File: config.mk
export PLATFORM = sky130hd
export DESIGN_NAME = dcb_top
export DESIGN_NICKNAME = d
export VERILOG_FILES = /design/src/rtl/dcb_pkg.sv /design/src/rtl/dcb_decode.sv /design/src/rtl/dcb_shadow.sv /design/src/rtl/dcb_strobe.sv /design/src/rtl/dcb_top.sv
export SDC_FILE = /design/constraint.sdc
export NUM_CORES = 1
export LEC_CHECK = 0
export ABC_AREA = 1
export BUFFER_PORTS_ARGS = -buffer_cell sky130_fd_sc_hd__buf_2
export CAP_MARGIN = 20
export CORE_ASPECT_RATIO = 1.75
export CORE_MARGIN = 4
export CORE_UTILIZATION = 59
export DETAILED_ROUTE_END_ITERATION = 10
export GPL_TIMING_DRIVEN = 0
export PLACE_DENSITY = 0.78
export SYNTH_ARGS = -nofsm -noshare
export SYNTH_HDL_FRONTEND = slang
export SYNTH_HIERARCHICAL = 1
export SYNTH_SLANG_ARGS = --single-unit
File: constraint.sdc
create_clock -name clk -period 1.95 [get_ports clk]
set_input_delay 0.195 -clock clk [delete_from_list [all_inputs] [get_ports clk]]
set_output_delay 0.195 -clock clk [all_outputs]
set_load 0.05 [all_outputs]
File: src/rtl/dcb_pkg.sv
package dcb_pkg;
  parameter int CMD_W  = 12;
  parameter int N_OPS  = 16;
  parameter int N_CMD  = 14;
  parameter int BUS_W  = 16;
  localparam int OP_AW = $clog2(N_OPS);
  localparam int PE_OP = N_CMD;
  localparam int RP_LO = 4;
  localparam int RP_HI = 7;

  function automatic int unsigned zero_count(input logic [CMD_W-1:0] v);
    int unsigned n;
    n = 0;
    for (int i = 0; i < CMD_W; i++) if (!v[i]) n++;
    return n;
  endfunction
endpackage

File: src/rtl/dcb_decode.sv
module dcb_decode
  import dcb_pkg::*;
(
  input  logic             ctl_sel,
  input  logic             stage0_op,
  input  logic             wr,
  input  logic [OP_AW-1:0] addr,
  output logic             mem_path,
  output logic             pe_hit,
  output logic             dir_wr,
  output logic [N_CMD-1:0] cmd_vec,
  output logic             rp_hit
);
  logic live;
  assign live     = ctl_sel && !stage0_op;
  assign pe_hit   = live && (int'(addr) == PE_OP);
  assign mem_path = live && (int'(addr) != PE_OP);
  assign dir_wr   = live && wr && (int'(addr) < N_CMD);
  assign rp_hit   = live && wr && (int'(addr) >= RP_LO) && (int'(addr) <= RP_HI);

  for (genvar g = 0; g < N_CMD; g++) begin : g_vec
    assign cmd_vec[g] = dir_wr && (int'(addr) == g);
  end
endmodule

File: src/rtl/dcb_shadow.sv
module dcb_shadow
  import dcb_pkg::*;
(
  input  logic             clk,
  input  logic             rst_n,
  input  logic             we,
  input  logic [OP_AW-1:0] waddr,
  input  logic [CMD_W-1:0] wdat,
  output logic [CMD_W-1:0] rdat
);
  logic [CMD_W-1:0] mem [N_OPS];

  for (genvar g = 0; g < N_OPS; g++) begin : g_word
    always_ff @(posedge clk or negedge rst_n) begin
      if (!rst_n)                        mem[g] <= '1;
      else if (we && int'(waddr) == g)   mem[g] <= wdat;
    end
  end

  assign rdat = mem[waddr];
endmodule

File: src/rtl/dcb_strobe.sv
module dcb_strobe
  import dcb_pkg::*;
(
  input  logic             clk,
  input  logic             rst_n,
  input  logic [N_CMD-1:0] cmd_vec,
  input  logic             next_opd,
  input  logic             st_opd,
  output logic [N_CMD-1:0] strobe
);
  always_ff @(posedge clk or negedge rst_n) begin
    if (!rst_n) strobe <= '0;
    else        strobe <= cmd_vec & {N_CMD{next_opd}};
  end

  assert_strobe_onehot_R4: assert property (@(posedge clk) disable iff (!rst_n)
    $onehot0(strobe));
  assert_strobe_in_commit_R4: assert property (@(posedge clk) disable iff (!rst_n)
    (strobe != '0) |-> st_opd);
endmodule

File: src/rtl/dcb_top.sv
module dcb_top
  import dcb_pkg::*;
(
  input  logic             clk,
  input  logic             rst_n,
  input  logic             ctl_sel,
  input  logic             stage0_op,
  input  logic             wr,
  input  logic [OP_AW-1:0] addr,
  input  logic             st_opc,
  input  logic             st_opd,
  input  logic             next_opd,
  input  logic [BUS_W-1:0] wdata,
  input  logic [CMD_W-1:0] pad_in,
  output logic [CMD_W-1:0] ext_data,
  output logic             ext_drive,
  output logic [N_CMD-1:0] ext_strobe,
  output logic [N_CMD-1:0] path_dis,
  output logic [BUS_W-1:0] rd_data,
  output logic             rd_valid,
  output logic             rp_err
);
  logic             mem_path, pe_hit, dir_wr, rp_hit;
  logic [N_CMD-1:0] cmd_vec;
  logic [CMD_W-1:0] shadow_q;
  logic             shadow_we;

  dcb_decode u_dec (
    .ctl_sel(ctl_sel), .stage0_op(stage0_op), .wr(wr), .addr(addr),
    .mem_path(mem_path), .pe_hit(pe_hit), .dir_wr(dir_wr),
    .cmd_vec(cmd_vec), .rp_hit(rp_hit)
  );

  assign shadow_we = mem_path && wr && st_opd;

  dcb_shadow u_mem (
    .clk(clk), .rst_n(rst_n), .we(shadow_we), .waddr(addr),
    .wdat(pad_in), .rdat(shadow_q)
  );

  dcb_strobe u_stb (
    .clk(clk), .rst_n(rst_n), .cmd_vec(cmd_vec), .next_opd(next_opd),
    .st_opd(st_opd), .strobe(ext_strobe)
  );

  assign ext_drive = dir_wr && (st_opc || st_opd);
  assign ext_data  = ext_drive ? wdata[CMD_W-1:0] : '1;

  always_ff @(posedge clk or negedge rst_n) begin
    if (!rst_n)                   path_dis <= '0;
    else if (pe_hit && wr && st_opd) path_dis <= wdata[N_CMD-1:0];
  end

  always_ff @(posedge clk or negedge rst_n) begin
    if (!rst_n) rp_err <= 1'b0;
    else if (rp_hit && st_opd && zero_count(pad_in) > 1) rp_err <= 1'b1;
  end

  assign rd_valid = (mem_path || pe_hit) && !wr;
  always_comb begin
    rd_data = '0;
    if (rd_valid) begin
      if (pe_hit) rd_data[N_CMD-1:0] = path_dis;
      else        rd_data[CMD_W-1:0] = shadow_q;
    end
  end

  assert_drive_on_write_R2: assert property (@(posedge clk) disable iff (!rst_n)
    ext_drive |-> (wr && ctl_sel && (st_opc || st_opd)));
  assert_muted_R7: assert property (@(posedge clk) disable iff (!rst_n)
    (stage0_op || !ctl_sel) |-> (!ext_drive && !rd_valid));
  assert_pe_hold_R5: assert property (@(posedge clk) disable iff (!rst_n)
    !(ctl_sel && !stage0_op && wr && st_opd && int'(addr) == PE_OP) |=> $stable(path_dis));
  assert_err_sticky_R8: assert property (@(posedge clk) disable iff (!rst_n)
    rp_err |=> rp_err);
endmodule

* Word-level counts from Yosys, hierarchy flattened
Index checks and enable logic that the tools add are counted.
** Cells by class
- Add/subtract/negate cells :: 11
- Multiply operators :: 0
- Divide/modulo/power cells :: 0
- Order comparisons :: 5
- Equality and inequality tests :: 16
- Shift operators :: 0
- Multiplexer cells :: 19
- Bitwise gates (word level) :: 2
- Reductions and logical operators :: 50
** Operators with widths (number)
- $add A32 B1 Y32 const B :: 10
- $mux W32 :: 10
- $bmux W12 S4 :: 1
- $mux W12 :: 4
- $logic_and A1 B1 Y1 :: 45
- $eq A4 B4 Y1 const B :: 8
- $gt A32 B1 Y1 const B :: 1
- $eq A4 B3 Y1 const B :: 4
- $and A14 B14 Y14 :: 1
- $mux W14 :: 1
- $eq A4 B2 Y1 const B :: 2
- $ge A5 B5 Y1 const B :: 1
- $not A4 Y5 :: 1
- $eq A4 B1 Y1 const B :: 1
- $ge A4 B3 Y1 const B :: 1
- $le A4 B3 Y1 const B :: 1
- $logic_not A4 Y1 :: 1
- $lt A4 B4 Y1 const B :: 1
- $mux W2 :: 2
- $ne A4 B2 Y1 const B :: 1
- $add A1 B1 Y2 const B :: 1
- $logic_not A1 Y1 :: 2
- $logic_or A1 B1 Y1 :: 2
- $mux W1 :: 1
** Storage, ports and cells
- Register bits :: 221
- Bits in latches :: 0
- Memory bits (writable) :: 0
- Memory bits (read-only) :: 0
- Bits of input ports :: 40
- Output and inout port bits :: 59
- Word-level logic and storage cells :: 122
- Memories kept :: 0

* Longest topological paths before layout
Gate-level depths: netlist of the first run.
- Depth after elaboration :: 25
- Gate-level depth with buffers :: 44
- Gate-level depth less buffers :: 44

* Modules after synthesis
Netlist of the first run, hierarchy kept.
** By module, submodules not included
- dcb_shadow :: instances 1, cells an instance 1239, area each 9285.2 µm², sequential area each 5044.8 µm²
- dcb_top :: instances 1, cells an instance 398, area each 2137.0 µm², sequential area each 375.4 µm²
- dcb_strobe :: instances 1, cells an instance 43, area each 466.7 µm², sequential area each 350.3 µm²
- dcb_decode :: instances 1, cells an instance 38, area each 172.7 µm², sequential area each 0.0 µm²

* Least setup slack after synthesis of the first run
Ideal clock, no wire load.
- Path type :: input-to-reg
- Start point :: input pad_in[0]
- End point :: register rp_err
- Setup time :: 117 ps
- Data arrival time :: 5206 ps
- Required time :: 1833 ps
- Slack :: -3374 ps
- Cell stages on the path :: 38
- Buffers on the path :: 0
- Cells stage by stage :: inv_1 > ha_1 > xnor2_1 > nand2_1 > nand3_1 > nand2_1 > ha_1 > nand2_1 > nand2_1 > ha_1 > nand2_1 > nand2_1 > ha_1 > nor2_1 > inv_1 > nand2_1 > inv_1 > ha_1 > [2 not listed] > ha_1 > or2_2 > and2_1 > ha_1 > nand2_1 > nand2_1 > ha_1 > inv_1 > nand2_1 > nand2_1 > inv_1 > ha_1 > o21ai_0 > o21ai_0 > a21oi_1 > nand4_1 > nand2_1 > nand2_1
** On the way
- Longest elaborated chain between the ends :: 25
** Ends and longest elaborated chain
- from (decl) :: RTL line dcb_top.sv:14 : input logic [CMD_W-1:0] pad_in,
- $mux W1 (*) :: RTL line dcb_pkg.sv:14 : for (int i = 0; i < CMD_W; i++) if (!v[i]) n++;
- $add A1 B1 Y2 :: RTL line dcb_pkg.sv:14
- $mux W2 (*) :: RTL line dcb_pkg.sv:14
- $add A32 B1 Y32 :: RTL line dcb_pkg.sv:14
- $mux W32 (*) :: RTL line dcb_pkg.sv:14
- $add A32 B1 Y32 :: RTL line dcb_pkg.sv:14
- $mux W32 (*) :: RTL line dcb_pkg.sv:14
- $add A32 B1 Y32 :: RTL line dcb_pkg.sv:14
- [9 not listed]
- $add A32 B1 Y32 :: RTL line dcb_pkg.sv:14
- $mux W32 (*) :: RTL line dcb_pkg.sv:14
- $add A32 B1 Y32 :: RTL line dcb_pkg.sv:14
- $mux W32 (*) :: RTL line dcb_pkg.sv:14
- $add A32 B1 Y32 :: RTL line dcb_pkg.sv:14
- $mux W32 (*) :: RTL line dcb_pkg.sv:14
- $gt A32 B1 Y1 (*) :: RTL line dcb_top.sv:56 : else if (rp_hit && st_opd && zero_count(pad_in) > 1) rp_err <= 1'b1;
- $logic_and A1 B1 Y1 (*) :: RTL line dcb_top.sv:56
- to (signal assigned) :: RTL line dcb_top.sv:55 : if (!rst_n) rp_err <= 1'b0;
- to (signal assigned) :: RTL line dcb_top.sv:56
- to (decl) :: RTL line dcb_top.sv:21 : output logic rp_err
Mark *: on every way between the ends. The rest lies on a longest branch, timed or not.
A chain may end at the register's enable or synchronous reset.

* Worst setup path in the final report of the first run
Ends and elaborated chain as after synthesis.

==> run_results.csv, run 1 <==
group,metric,value,unit
route,routed_wl,38880,um
timing,setup_viol,13,
power,p_per_area,843.9,mW/mm^2
timing,min_period,4509,ps
timing,fin_crit_sh,231.3,%
synth,synth.avg_cell_area,7.021,um^2
timing,drv_slew,0,
clock_tree,htreeDepth,1,
synth,ys_ff_latch,221,
synth,synth_top_area_cell,"dfstp_2",
final_layout,fin_nets,1940,
clock_tree,path_clk_slew,70,ps
timing,skew,0,ps
timing,fin_ws,-2559,ps
setup_path,cp_slowest_cell,"ha_4",
final_layout,mostFrequentLayoutCells,"nand2_1 (725), dfstp_2 (192), inv_1 (131), o21ai_0 (127)",
setup_path,crit_arrival,4900,ps
power,p_total,12.52,mW
placement,dp_cells,2062,
timing,slew_headroom,30.82,%
synth,synth_top_area_share,41.83,%
setup_path,cpMostUsedCell,"ha_4",
timing,worst_pin_slew,1038,ps
global_routing,grt_overflow_total,0,
placement,dp_hpwl,26490,um
final_layout,stdcell_count,2150,
floorplanning,core_area,0.02020,mm^2
final_layout,diodes,0,
route,antenna_left,0,
route,wire_per_inst,18.09,um
timing,hold_viol,0,
final_layout,final_common_cell,"nand2_1",
synth,synthesis.area,0.01206,mm^2
floorplanning,die_x,116.1,um
status,outcome,"complete, but fails checks",
route,drt_iter0_drc,957,
global_routing,grt_first_pass_wirelength,59080,um
floorplanning,rows,69,
setup_path,max_stage_delay,310,ps
clock_tree,cts_tree,"built",
hold_path,hp-class,"primary input to flip-flop",
global_routing,antenna_found_initial,0,
final_layout,syn2layout_area_growth,23.02,%
synth,synthArstFlopShare,100.0,%
route,avgViaCountPerCell,5.502,
floorplanning,start_util,59.71,%
synth,synthFlopType,"dfstp_2",
floorplanning,pin_count,99,
power,p_leak,7.472,nW
synth,synth_warnings,6,
setup_path,critPathMaxFanout,4,
clock_tree,cts_buffers,20,
global_routing,track_usage,33.21,%
clock_tree,insertion_delay,510,ps
global_routing,grt_pass1_vias,11720,
status,failed_checks,"negative setup slack",
timing,rsz0062_at_grt,"yes",
synth,yosysSeqAreaShare,47.84,%
route,num_vias,11830,
synth,yosys-top-cells-area,"dfstp_2 (42%), nand2_1 (26%), dfrtp_1 (6.0%), o21ai_0 (5.4%), inv_1 (4.6%)",
timing,setup_tns,-5775,ps
clock_tree,cts_buffer_depth,3,
route,drtPass1Iterations,8,
clock_tree,cts_num_sinks,221,
setup_path,required,2340,ps
flow_run,drv_cap,0,
final_layout,drive_gt1_share,31.23,%
synth,syn_inst,1718,
route,drc,0,
floorplanning,die_h,197.1,um
synth,synth-edff-count,0,
setup_path,path_class,"primary input to flip-flop",
global_routing,grt_max_degree,133,
setup_path,startpoint_type,"primary input",
synth,synth_cell_types,34,
power,vdd_drop_max,0.0007600,V
timing,fmax,0.2218,GHz
setup_path,end_kind,"flip-flop",
clock_tree,root_buffer,"clkbuf_16",
placement,io_buffer_count,94,
floorplanning,die-area,0.02288,mm^2
placement,gp_congestion,0.9907,
## through the flow
step	setup WS (ps)	hold slack, ps	util [%]	cell area [um^2]
2_1_floorplan	-2786	-100.6	-	12150
3_3_place_gp	-3394	432.2	64.02	12930
3_5_place_dp	-3500	213.3	64.21	12970
4_1_cts	-2672	85.74	71.18	14380
5_1_grt	-2906	132.2	73.45	14840
6_report	-2559	93.31	73.45	14840
## power breakdown
group          total, mW  switching (mW)  internal [mW]
clock network       4.10            1.86           2.25
registers           5.53           0.238           5.30
logic               2.89            1.81           1.08
total               12.5            3.90           8.62
## layout make-up
type,count,area (um^2)
Buffer,92,479.2
Timing Repair Buffer,147,1069
Fill cell,1595,5364
Clock inverter,14,138.9
Sequential cell,221,5771
Inverter,151,589.3
Multi-Input combinational cell,1255,5931
Clock buffer,22,550.5
Tap cell,248,310.3
## Yosys cell counts (2+ instances only)
master and n:
inv_2 2, or2_2 3, o21ai_1 6, nand4_1 4, a21oi_1 75, inv_1 148, nor3_1 11, nand3b_1 2
o21ai_0 130, nor2_1 103, buf_2 22, nor2_2 9, nand2_1 831, buf_4 3, mux2_2 2, and3_1 2
buf_1 6, buf_6 3, nand3_2 6, ha_1 12, dfrtp_1 29, nand3_1 39, clkbuf_1 58, nand2_2 10
dfstp_2 192, nor3_2 2
## cell families after synthesis
kind of cell	Yosys count	synth area share (%)
XOR/XNOR	1	0.07263
buffers and inverters	243	8.091
adder cells (fa/ha/maj)	12	1.245
AND/OR/NAND/NOR	1024	33.57
other	1	0.03109
AO/OA/AOI/OAI	214	8.963
multiplexers	2	0.1867
flip-flops	221	47.84
## critical path: cells and delay by family
family | cells | cell delay (ps)
buffers and inverters | 8 | 490
adders and majority gates | 8 | 1860
and+or+nand+nor | 27 | 2350
## final timing paths
check,cells after the start,end,from,slack [ps]
max in group asynchronous,3,u_mem/mem[86]$_DFFE_PN1P_,rst_n,640
min,5,u_stb/strobe[13]$_DFF_PN0_,ctl_sel,90
max reg2reg,3,u_mem/mem[8]$_DFFE_PN1P_,u_mem/mem[8]$_DFFE_PN1P_,1110
min in group asynchronous,2,u_stb/strobe[13]$_DFF_PN0_,rst_n,240
max,43,rp_err$_DFFE_PN0P_,pad_in[0],-2560
min reg2reg,2,rp_err$_DFFE_PN0P_,rp_err$_DFFE_PN0P_,460
## state kept, by name, summed over array words and instances (netlist names)
signal and cells:
u_stb/strobe 14, u_mem/mem 192, path_dis 14, rp_err 1
## metal layers
layer	wire [um]	track usage, %	share of wire [%]	up-vias
met5	0	0	0	-
met4	3256	21.85	8.4	0
met3	2198	3.587	5.7	183
met2	19940	59.36	51	526
met1	13490	36.37	35	5521
li1	-	-	-	5599
## repair_timing
item | in CTS | in global routing
endpoints found under the hold margin | 47 | 0
pin swaps | 71 | 91
setup buffers | 33 | 6
endpoints found under the setup margin | 16 | 98
cloned | 0 | 0
gates resized for setup | 110 | 139
hold buffers | 16 | 0
Power figures use the tool's default switching activity.
==> inputs of run 2 (changes only) <==
--- a/config.mk
+++ b/config.mk
@@ -8,8 +8,7 @@
 export ABC_AREA = 1
 export BUFFER_PORTS_ARGS = -buffer_cell sky130_fd_sc_hd__buf_2
 export CAP_MARGIN = 20
-export CORE_ASPECT_RATIO = 1.75
-export CORE_MARGIN = 4
+export CORE_ASPECT_RATIO = 1.4
 export CORE_UTILIZATION = 59
 export DETAILED_ROUTE_END_ITERATION = 10
 export GPL_TIMING_DRIVEN = 0
==> constraint.sdc (replaced) <==
create_clock -name clk -period 5.25 [get_ports clk]
set_input_delay 0.525 -clock clk [delete_from_list [all_inputs] [get_ports clk]]
set_output_delay 0.525 -clock clk [all_outputs]
set_load 0.05 [all_outputs]
==> run 2 against run 1 <==
Net effect:
- the run now ends clean
- non-clock buffer count decreased by 48
- highest routed layer unchanged
- die area shrank 8.1%
- clock skew unchanged
- largest power group unchanged
- critical endpoint unchanged
- critical path depth is 2 lower
==> run_results.csv, run 2 (synthesis results as in run 1) <==
group,metric,value,unit
timing,fin_crit_sh,95.36,%
floorplanning,core_area,0.01992,mm^2
setup_path,path_class,"primary input to flip-flop",
final_layout,fin_nets,1893,
floorplanning,pin_count,99,
placement,dp_hpwl,25380,um
floorplanning,die_h,171.2,um
placement,gp_congestion,1.003,
setup_path,crit_start,"pad_in[1]",
final_layout,drive_gt1_share,22.26,%
global_routing,grt_pass1_vias,10790,
power,p_total,4.330,mW
final_layout,reg_top3,"u_mem/mem (192), path_dis (14), u_stb/strobe (14)",
setup_path,critPathTopFamily,"adder cells",
global_routing,grt_first_pass_wirelength,53880,um
timing,setup_viol,0,
final_layout,fillers,1724,
setup_path,ff2ff_path_depth,2,
setup_path,startpoint_type,"primary input",
setup_path,crit_arrival,5400,ps
setup_path,critPathMaxFanout,4,
timing,hold_viol,0,
final_layout,final_common_cell,"nand2_1",
route,drtPass1Iterations,5,
setup_path,crit_cells,41,
floorplanning,rows,61,
final_layout,final_util,68.81,%
clock_tree,cts_num_sinks,221,
setup_path,cp_slowest_cell,"ha_4",
power,power_frac_comb,18.6,%
power,p_sw,1.275,mW
global_routing,track_usage,33.68,%
route,routed_wl,34340,um
status,outcome,"completed",
power,internal_power,3.055,mW
timing,drv_slew,0,
final_layout,syn2layout_area_growth,13.65,%
power,swShare,29.45,%
final_layout,largest_reg_flops,192,
setup_path,cpMostUsedCell,"nand2_2",
clock_tree,htreeDepth,1,
route,drt_iter0_drc,1123,
setup_path,reg2reg_from,"u_mem/mem[12]$_DFFE_PN1P_",
power,pwr-share-clk,33.9,%
flow_run,drv_cap,0,
timing,worst_pin_slew,930.0,ps
clock_tree,root_buffer,"clkbuf_16",
hold_path,hp-class,"primary input to asynchronous set/reset pin",
global_routing,antenna_found_initial,0,
setup_path,max_stage_delay,280,ps
clock_tree,postCtsHoldBufs,0,
power,vdd_drop_max,0.0002054,V
clock_tree,cts_buffer_depth,3,
clock_tree,insertion_delay,510,ps
timing,skew,0,ps
global_routing,grt_max_degree,129,
route,avgViaCountPerCell,5.383,
clock_tree,cts_buffers,21,
floorplanning,die_x,122.8,um
final_layout,diodes,0,
global_routing,grt_overflow_total,0,
placement,placed_area,0.01292,mm^2
timing,whs,102.2,ps
route,wire_per_inst,16.30,um
route,num_vias,11340,
setup_path,timing.critical_path.buf_inv,7,
timing,min_period,5006,ps
clock_tree,path_clk_slew,60,ps
power,p_per_area,315.9,mW/mm^2
placement,io_buffer_count,94,
route,drc,0,
final_layout,mostFrequentLayoutCells,"nand2_1 (814), dfstp_2 (192), inv_1 (146), o21ai_0 (128), buf_2 (113)",
setup_path,end_kind,"flip-flop",
timing,setup_tns,0,ps
timing,fmax,0.1997,GHz
power,p_leak,7.032,nW
clock_tree,cts_tree,"built",
floorplanning,die-area,0.02103,mm^2
setup_path,required,5640,ps
floorplanning,start_util,60.55,%
timing,slew_headroom,38.00,%
final_layout,final_area,0.01371,mm^2
route,antenna_left,0,
power,p_seq_share,47.5,%
final_layout,top_register,"u_mem/mem",
## run 2: changes by cell type in the layout (fill, tap and decap cells not counted), moves of 8 or more
cell,previous run,this run
nand2_1,725,814
nand2_4,16,1
nand2_2,100,26
buf_2,96,113
clkbuf_2,17,0
inv_1,131,146
dlygate4sd3_1,16,0
clkbuf_1,37,60
buf_6,18,4
buf_4,42,8
inv_2,17,2
inv_6,9,1
## run 2: final cells by class
type                       instances  area, um^2  area share, %
sequential                       221        5771          42.10
multi-input combinational       1255        5434          39.64
clock buffer                      26       574.3          4.190
inverter                         151       574.3          4.190
timing repair buffer              99       546.8          3.989
buffer                            92       406.6          2.966
tap                              252       315.3          2.300
clock inverter                    11       86.33         0.6298
## run 2: metrics by stage
stage,setup slack (ps),cells
final,243.6,2107
after global routing,-11.27,2107
after CTS,10.71,2104
after detailed placement,-623.7,2066
after global placement,-510.3,2065
after floorplan,2.061,1719
## run 2: repair_timing
item,CTS,global route
setup buffers,1,3
resized for setup,6,20
endpoints found under the setup margin,1,1
cloned,0,0
pin swaps,2,12
## run 2: worst paths after layout
path | to | slack (ps)
min in group clk | path_dis[12]$_DFFE_PN0P_ | 240
worst max-delay path | rp_err$_DFFE_PN0P_ | 240
max in group asynchronous | u_mem/mem[159]$_DFFE_PN1P_ | 4170
worst min-delay path | u_stb/strobe[1]$_DFF_PN0_ | 100
worst max register to register | u_mem/mem[12]$_DFFE_PN1P_ | 4440
worst min register to register | rp_err$_DFFE_PN0P_ | 470
## run 2: power by group through the flow
stage / Clock [mW] / Combinational [mW] / Sequential, mW
finish: 1.47 / 0.805 / 2.06
global route: 1.55 / 0.902 / 2.07
CTS: 1.50 / 0.775 / 2.05
detailed placement: 0 / 0.766 / 2.08
global placement: 0 / 0.742 / 2.07
floorplan: 0 / 0.511 / 2.08
## run 2: layer usage
layer	vias to the layer above	global-route usage, %	wire length, um
li1	5501	-	-
met1	5260	38.09	12860
met2	452	58.70	16820
met5	-	0	0
met3	128	3.780	2089
met4	0	23.59	2575
==> inputs of run 3 (changes only) <==
--- a/config.mk
+++ b/config.mk
@@ -15,5 +15,4 @@
 export PLACE_DENSITY = 0.78
 export SYNTH_ARGS = -nofsm -noshare
 export SYNTH_HDL_FRONTEND = slang
-export SYNTH_HIERARCHICAL = 1
 export SYNTH_SLANG_ARGS = --single-unit
==> run 3 against run 2 <==
Net effect:
- die area down 9.6%
- sequential power down 4%
- clock power up 15%
- critical path type unchanged
- routed wire length down 1.3%
==> run_results.csv, run 3 <==
group,metric,value,unit
clock_tree,insertion_delay,500,ps
synth,synth_top_area_share,46.33,%
global_routing,track_usage,36.21,%
synth,synth.avg_cell_area,8.434,um^2
power,p_total,4.446,mW
power,p_leak,5.364,nW
clock_tree,path_clk_slew,60,ps
final_layout,mostFrequentLayoutCells,"nand2_1 (326), o21ai_0 (203), dfstp_2 (192), nand3_1 (102)",
timing,worst_pin_slew,760.6,ps
route,routed_wl,33900,um
clock_tree,htreeDepth,1,
timing,fin_crit_sh,96.43,%
placement,io_buffer_count,93,
flow_run,drv_cap,0,
timing,slew_headroom,48.76,%
global_routing,grt_overflow_total,0,
timing,skew,0,ps
final_layout,diodes,0,
setup_path,timing.critical_path.buf_inv,4,
timing,whs,50.37,ps
route,drt_iter0_drc,1101,
floorplanning,core_area,0.01800,mm^2
timing,setup_viol,0,
final_layout,top_register,"u_mem.mem",
global_routing,grt_pass1_vias,9867,
final_layout,syn2layout_area_growth,19.88,%
setup_path,cpMostUsedCell,"nand2_2",
final_layout,reg_top3,"u_mem.mem (192), path_dis (14), u_stb.strobe (14)",
floorplanning,die-area,0.01901,mm^2
setup_path,crit_arrival,5460,ps
clock_tree,cts_num_sinks,221,
placement,dp_hpwl,23320,um
final_layout,final_util,72.52,%
floorplanning,die_x,116.8,um
setup_path,path_class,"primary input to flip-flop",
synth,synthesis.area,0.01089,mm^2
synth,ys_ff_latch,221,
synth,synth-edff-count,0,
final_layout,final_common_cell,"nand2_1",
synth,synthTopCellsByCount,"nand2_1 (342), o21ai_0 (203), dfstp_2 (192)",
clock_tree,cts_buffers,21,
setup_path,critPathTopFamily,"simple AND/OR/NAND/NOR gates",
setup_path,startpoint_type,"primary input",
synth,synthFlopType,"dfstp_2",
route,num_vias,10200,
clock_tree,postCtsHoldBufs,0,
synth,synth_cell_types,38,
timing,drv_slew,0,
power,p_per_area,340.6,mW/mm^2
clock_tree,cts_buffer_depth,3,
route,drc,0,
floorplanning,start_util,60.50,%
setup_path,end_kind,"flip-flop",
setup_path,max_stage_delay,310,ps
synth,synth_most_common_cell,"nand2_1",
global_routing,antenna_found_initial,0,
hold_path,hp-class,"primary input to asynchronous set/reset pin",
route,wire_per_inst,20.02,um
timing,hold_viol,0,
global_routing,grt_max_degree,135,
final_layout,final_area,0.01305,mm^2
floorplanning,pin_count,99,
synth,synth_top_area_cell,"dfstp_2",
setup_path,cp_slowest_cell,"ha_4",
global_routing,grt_first_pass_wirelength,51740,um
synth,synth_warnings,0,
floorplanning,rows,58,
synth,syn_inst,1291,
timing,fmax,0.1975,GHz
final_layout,drive_gt1_share,31.45,%
floorplanning,die_h,162.7,um
setup_path,critPathMaxFanout,4,
placement,placed_area,0.01178,mm^2
route,avgViaCountPerCell,6.026,
setup_path,required,5650,ps
synth,yosysSeqAreaShare,53.00,%
route,drtPass1Iterations,5,
final_layout,fin_nets,1490,
timing,min_period,5062,ps
final_layout,largest_reg_flops,192,
clock_tree,cts_tree,"built",
synth,yosys-top-cells-area,"dfstp_2 (46%), nand2_1 (12%), o21ai_0 (9.3%), dfrtp_1 (6.7%), nand3_1 (4.9%)",
power,vdd_drop_max,0.0002034,V
clock_tree,root_buffer,"clkbuf_16",
placement,gp_congestion,0.9319,
synth,synthArstFlopShare,100.0,%
route,antenna_left,0,
status,outcome,"completed",
run 3: where the power goes:
part,switching [mW],internal [mW]
sequential,0.0730,1.91
combinational,0.502,0.271
clock,0.689,1.00
run 3: cells by family after synthesis:
group           Yosys count  synth area share, %
compound gates          313                16.28
xor+xnor                  1              0.08046
fa+ha+maj                12                1.379
buf+inv                 182                6.435
flops                   221                53.00
mux                       2               0.2068
other cells               1              0.03444
simple gates            559                22.58
run 3: per-stage QoR:
step / instances / setup TNS [ps] / setup slack, ps
floorplan: 1292 / 0 / 15.74
global placement: 1625 / -628.4 / -628.4
detailed placement: 1626 / -708.1 / -708.1
CTS: 1691 / 0 / 4.442
global route: 1693 / -34.62 / -34.62
finish: 1693 / 0 / 187.5
run 3: layer usage:
| layer | share of wire (%) | GRT usage, % | vias to the layer above |
|---|---|---|---|
| met5 | 0 | 0 | - |
| met4 | 6.5 | 22.44 | 0 |
| met2 | 50 | 61.00 | 532 |
| met3 | 7.1 | 4.168 | 137 |
| met1 | 37 | 43.93 | 4929 |
| li1 | - | - | 4604 |
run 3: area by class of cell:
cell class	count	area (um^2)
clock buffer	22	539.3
timing repair buffer	124	740.7
inverter	86	332.8
fill	1380	4945
clock inverter	16	225.2
tap	240	300.3
buffer	95	392.9
sequential	221	5771
multi-input combinational	889	4751
run 3: path summary, 6_finish.rpt:
kind / start / to / slack [ps] / cells past startpoint
min in group clk: wdata[13] / path_dis[13]$_DFFE_PN0P_ / 250 / 2
setup reg to reg: u_mem.mem[90]$_DFFE_PN1P_ / u_mem.mem[90]$_DFFE_PN1P_ / 4420 / 2
setup / recovery: pad_in[1] / rp_err$_DFFE_PN0P_ / 190 / 39
hold / removal: rst_n / u_stb.strobe[1]$_DFF_PN0_ / 50 / 1
max in group asynchronous: rst_n / u_mem.mem[100]$_DFFE_PN1P_ / 4240 / 2
hold reg to reg: u_mem.mem[18]$_DFFE_PN1P_ / u_mem.mem[18]$_DFFE_PN1P_ / 440 / 1
run 3: repair_timing:
| action | in CTS | in global routing |
|---|---|---|
| setup buffers | 27 | 5 |
| pin swaps | 7 | 25 |
| setup endpoints to repair | 1 | 1 |
| gates resized for setup | 13 | 47 |
